### src/rtl/pci_par_pkg.sv
// Shared types for the parity unit.
// Assumes: one agent role per transaction, stable for the whole phase.
package pci_par_pkg;
    typedef enum logic {
        ROLE_TARGET = 1'b0,
        ROLE_INIT   = 1'b1
    } agent_role_e;

    typedef struct packed {
        logic addr;
        logic data;
        logic wr;
        logic irdy;
        logic trdy;
    } phase_info_t;
endpackage

### src/rtl/par_lane_tree.sv
// Folds a data word and its per-lane command/enable bits into one even
// parity bit. Each byte lane is reduced with its own enable bit first, and
// the lane results are then combined.
// Assumes: DATA_W is a whole multiple of BE_W.
module par_lane_tree #(
    parameter int DATA_W = 32,
    parameter int BE_W   = 4
) (
    input  logic [DATA_W-1:0] data_i,
    input  logic [BE_W-1:0]   be_i,
    output logic              parity_o
);
    localparam int LANE_W = DATA_W / BE_W;

    logic [BE_W-1:0] lane_par;

    genvar g;
    generate
        for (g = 0; g < BE_W; g++) begin : g_lane
            // Purpose: parity of one lane plus its enable bit.
            always_comb lane_par[g] = (^data_i[g*LANE_W +: LANE_W]) ^ be_i[g];
        end
    endgenerate

    // Purpose: combine lane results into the word parity.
    always_comb parity_o = ^lane_par;
endmodule

### src/rtl/par_owner.sv
// Decides, from role and phase, whether the agent drives the bus this cycle
// (and so owns parity next cycle) and whether it receives a phase whose
// parity must be checked next cycle.
// Assumes: address and data qualifiers are mutually exclusive.
module par_owner
    import pci_par_pkg::*;
(
    input  agent_role_e role_i,
    input  phase_info_t ph_i,
    output logic        drive_o,
    output logic        recv_o
);
    logic is_init;
    logic data_done;

    // Purpose: decode role and completion of a data phase.
    always_comb begin
        is_init   = (role_i == ROLE_INIT);
        data_done = ph_i.data && ph_i.irdy && ph_i.trdy;
    end

    // Purpose: the driver is the initiator for address and writes, target for reads.
    always_comb begin
        drive_o = (ph_i.addr && is_init)
               || (ph_i.data && (is_init == ph_i.wr));
    end

    // Purpose: the receiver checks a target address phase or a completed inbound data phase.
    always_comb begin
        recv_o = (ph_i.addr && !is_init)
              || (data_done && (is_init != ph_i.wr));
    end
endmodule

### src/rtl/pci_par_unit.sv
// Delayed even-parity generator and checker for a 32-bit multiplexed bus.
// The parity register is loaded every clock; drive enable and check request
// are registered alongside it, so all three outputs lag the bus by one clock.
// Assumes: synchronous active-low reset, qualifiers sampled on rising clk.
module pci_par_unit
    import pci_par_pkg::*;
#(
    parameter int DATA_W = 32,
    parameter int BE_W   = 4
) (
    input  logic              clk,
    input  logic              rst_n,
    input  logic [DATA_W-1:0] ad_i,
    input  logic [BE_W-1:0]   cbe_i,
    input  logic              par_i,
    input  logic              is_master_i,
    input  logic              addr_phase_i,
    input  logic              data_phase_i,
    input  logic              write_i,
    input  logic              irdy_i,
    input  logic              trdy_i,
    output logic              par_o,
    output logic              par_oe_o,
    output logic              par_err_o
);
    phase_info_t ph;
    agent_role_e role;
    logic        par_now;
    logic        drive_now;
    logic        recv_now;
    logic        par_q;
    logic        oe_q;
    logic        chk_q;

    // Purpose: gather phase qualifiers into the shared record.
    always_comb begin
        ph   = '{addr: addr_phase_i, data: data_phase_i, wr: write_i,
                 irdy: irdy_i, trdy: trdy_i};
        role = is_master_i ? ROLE_INIT : ROLE_TARGET;
    end

    par_lane_tree #(.DATA_W(DATA_W), .BE_W(BE_W)) u_tree (
        .data_i   (ad_i),
        .be_i     (cbe_i),
        .parity_o (par_now)
    );

    par_owner u_owner (
        .role_i  (role),
        .ph_i    (ph),
        .drive_o (drive_now),
        .recv_o  (recv_now)
    );

    // Purpose: hold parity, drive window and check request for one clock.
    always_ff @(posedge clk) begin
        if (!rst_n) begin
            par_q <= 1'b0;
            oe_q  <= 1'b0;
            chk_q <= 1'b0;
        end else begin
            par_q <= par_now;
            oe_q  <= drive_now;
            chk_q <= recv_now;
        end
    end

    // Purpose: present outputs; reset forces drive and error low at once.
    always_comb begin
        par_o     = par_q;
        par_oe_o  = oe_q && rst_n;
        par_err_o = chk_q && rst_n && (par_i != par_q);
    end

    AST_PAR_LAG: assert property (@(posedge clk) disable iff (!rst_n)
        $past(rst_n) |-> (par_o == ^{$past(ad_i), $past(cbe_i)}));

    AST_INIT_ADDR_OE: assert property (@(posedge clk) disable iff (!rst_n)
        ($past(rst_n) && $past(is_master_i && addr_phase_i)) |-> par_oe_o);

    AST_WR_TGT_QUIET: assert property (@(posedge clk) disable iff (!rst_n)
        $past(!is_master_i && data_phase_i && write_i) |-> !par_oe_o);

    AST_RD_TGT_OE: assert property (@(posedge clk) disable iff (!rst_n)
        ($past(rst_n) && $past(!is_master_i && data_phase_i && !write_i)) |-> par_oe_o);

    AST_ERR_HAS_CAUSE: assert property (@(posedge clk) disable iff (!rst_n)
        par_err_o |-> $past(recv_now));

    AST_ERR_NOT_DRIVEN: assert property (@(posedge clk) disable iff (!rst_n)
        !(par_err_o && par_oe_o));

    // Purpose: nothing is driven or flagged while reset is held.
    always_comb begin
        if (!rst_n) begin
            AST_RESET_QUIET: assert (!par_oe_o && !par_err_o);
        end
    end
endmodule

### config.mk
export PLATFORM = sky130hd
export DESIGN_NAME = pci_par_unit
export DESIGN_NICKNAME = d
export VERILOG_FILES = /design/src/rtl/pci_par_pkg.sv /design/src/rtl/par_lane_tree.sv /design/src/rtl/par_owner.sv /design/src/rtl/pci_par_unit.sv
export SDC_FILE = /design/constraint.sdc
export NUM_CORES = 1
export LEC_CHECK = 0
export BUFFER_PORTS_ARGS = -buffer_cell sky130_fd_sc_hd__buf_2
export CORE_AREA = 2 2 39 41
export CTS_BUF_LIST = sky130_fd_sc_hd__clkbuf_8 sky130_fd_sc_hd__clkbuf_16
export DETAILED_ROUTE_END_ITERATION = 10
export DIE_AREA = 0 0 41 43
export MAX_ROUTING_LAYER = met4
export PLACE_DENSITY = 0.8
export SYNTH_ARGS = -nofsm -noshare
export SYNTH_HDL_FRONTEND = slang
export SYNTH_SLANG_ARGS = --single-unit
export TNS_END_PERCENT = 1
### constraint.sdc
create_clock -name clk -period 2.95 [get_ports clk]
set_clock_uncertainty 0.05 [all_clocks]
set_input_delay 0.59 -clock clk [delete_from_list [all_inputs] [get_ports clk]]
set_output_delay 0.59 -clock clk [all_outputs]
set_load 0.01 [all_outputs]
==> flow_summary.ini <==
[run_status]
status = finished, final reports clean

[grt]
grt_pass1_vias = 446
grt_usage = 0.127
grt_antenna_before_repair = 0
globalRouteOverflowTotal = 0
grt_max_degree = 5
grt_pass1_wl_um = 1460

[cts]
clk_path_buf_depth = 2
post_cts_resized = 0
cts.sinks = 3
cts_tree = built
root_buffer = clkbuf_8
clkTransAtPathRegs_ps = 30
h-tree-depth = 1
cts_setup_buffers = 0
numCtsBuffers = 3
hold_buffers = 0

[worst_hold_path]
hold_end = chk_q
hold_depth = 3
min_path_type = in2reg
hold_path.startpoint = irdy_i

[synthesis]
synth-seq-cells = 3
yosys_warnings = 0
syn_inst = 50
synth_nets = 95
syn-cell-area_um2 = 470
syn_avg_cell_area_um2 = 9.41
seq_area_frac_synth = 0.128
yosys.cell_types.count = 17

[cells_and_area]
layout.nets = 147
final-instance-count-excl-fill = 117
drive_gt1_frac = 0.515
antenna_cells = 0
syn_to_final_growth_pct = 63.8
fill_cells = 130
utilization = 0.557

[floorplanning]
die_area_um2 = 1760
chipWidth_um = 41
design.core.area_um2 = 1380
die_height_um = 43
boundaryPins = 48
rows = 14
initial_utilization = 0.340

[critical_path]
cp.required_ps = 2310
cp-start-kind = input pin
critPathKind = in2out
cp-end-kind = output port
path_max_fanout = 1
cp.arrival_ps = 1120

[timing]
relSlewSlack = 0.835
rsz0062_at_grt = no
hold_violations = 0
period_needed_ps = 1760
tns_ps = 0
worst-slew-pin-transition_ps = 246
fin_ws_ps = 1190
setup_viol = 0
max_freq_ghz = 0.569
final_max_slew_viol_count = 0
period_share = 0.595

[routing]
drtAntennaViolNets = 0
drc_errors = 0
firstDrtPassIters = 1
vias_per_cell = 4.32
drt-wirelength-per-cell_um = 8.74
vias = 505
drt_wl_total_um = 1020
drt_iter0_drc = 0

[placed_design]
dp_slack_ps = 960
dp_hpwl_um = 925
post-place-cells = 113
place.gp.congestion = 0.634
portBuffers = 47

[power]
vdd_drop_max_mv = 0.207
power.leakage_nw = 0.397
cellPowerDensity_nw_per_um2 = 469

[job]
maxCapViolations = 0
[cell usage in the layout (no fill, tap or decap), drive strengths merged]
cell	instances
xnor2	26
buf	47
mux2i	1
nor2	1
and3	1
nor3b	1
dfxtp	3
inv	2
clkbuf	3
a21oi	2
nand4	1
nand2b	1
xor2	6
a21o	1
nand2	1
and2	1
or2	1
xnor3	2
[Yosys cell counts]
master     n  share of area
or2_2      1          0.013
nor2_1     1         0.0080
nand2_1    1         0.0080
and3_1     1          0.013
nand4_1    1          0.013
xor2_1     6           0.11
mux2i_1    1          0.021
dfxtp_1    3           0.13
inv_1      1         0.0080
xnor2_2    1          0.035
a21oi_1    2          0.021
xnor2_1   25           0.47
nand2b_1   1          0.013
and2_1     1          0.013
a21o_1     1          0.016
xnor3_1    2          0.096
nor3b_1    1          0.016
[area by class of cell]
| type | instances | area, µm² | share of cell area |
|---|---|---|---|
| multi-input combinational | 46 | 407 | 0.528 |
| timing repair buffer | 47 | 235 | 0.305 |
| sequential | 3 | 60.1 | 0.0779 |
| clock buffer | 3 | 41.3 | 0.0536 |
| tap | 16 | 20.0 | 0.0260 |
| clock inverter | 1 | 3.75 | 0.00487 |
| inverter | 1 | 3.75 | 0.00487 |
[kinds of logic after synthesis]
kind of cell              Yosys count  synth area share
AOI/OAI and AO/OA                   3            0.0372
buffers and inverters               1           0.00797
DFF                                 3             0.128
xor gates and xnor gates           34             0.707
muxes                               1            0.0213
and+or+nand+nor                     8            0.0984
[worst max-delay path, stage by stage]
cell and delay [ps]:
buf_2 100, xor2_1 130, and3_1 170, buf_2 130
[report_power, final]
group          leakage (nW)  internal [W]  switching [W]
clock network        0.0269     0.0000885      0.0000268
registers            0.0249     0.0000487     0.00000348
logic                 0.346      0.000124      0.0000696
[worst max path at each step]
stage | from | endpoint | slack [ps] | depth (start not counted)
floorplan | ad_i[27] | par_o | 1170 | 5
global placement | ad_i[27] | par_o | 1020 | 6
detailed placement | ad_i[17] | par_o | 960 | 6
CTS | ad_i[17] | par_o | 1190 | 6
global route | ad_i[17] | par_o | 1100 | 6
finish | par_i | par_err_o | 1190 | 4
[sequential cells by signal (all words and copies together), names as in the netlist]
name   cells
par_o      1
oe_q       1
chk_q      1
[stage by stage]
stage	total power [W]	hold slack, ps	instance area (µm²)
2_1_floorplan	0.000195	679	470
3_3_place_gp	0.000243	811	726
3_5_place_dp	0.000250	812	726
4_1_cts	0.000371	586	771
5_1_grt	0.000390	612	771
6_report	0.000361	587	771
[routing by layer]
metal  wire, µm  track usage
met5          0            -
met4         15       0.0800
met3        145       0.0157
met2        508        0.247
met1        353       0.0939
No activity file was read; power rests on OpenSTA's default activity.
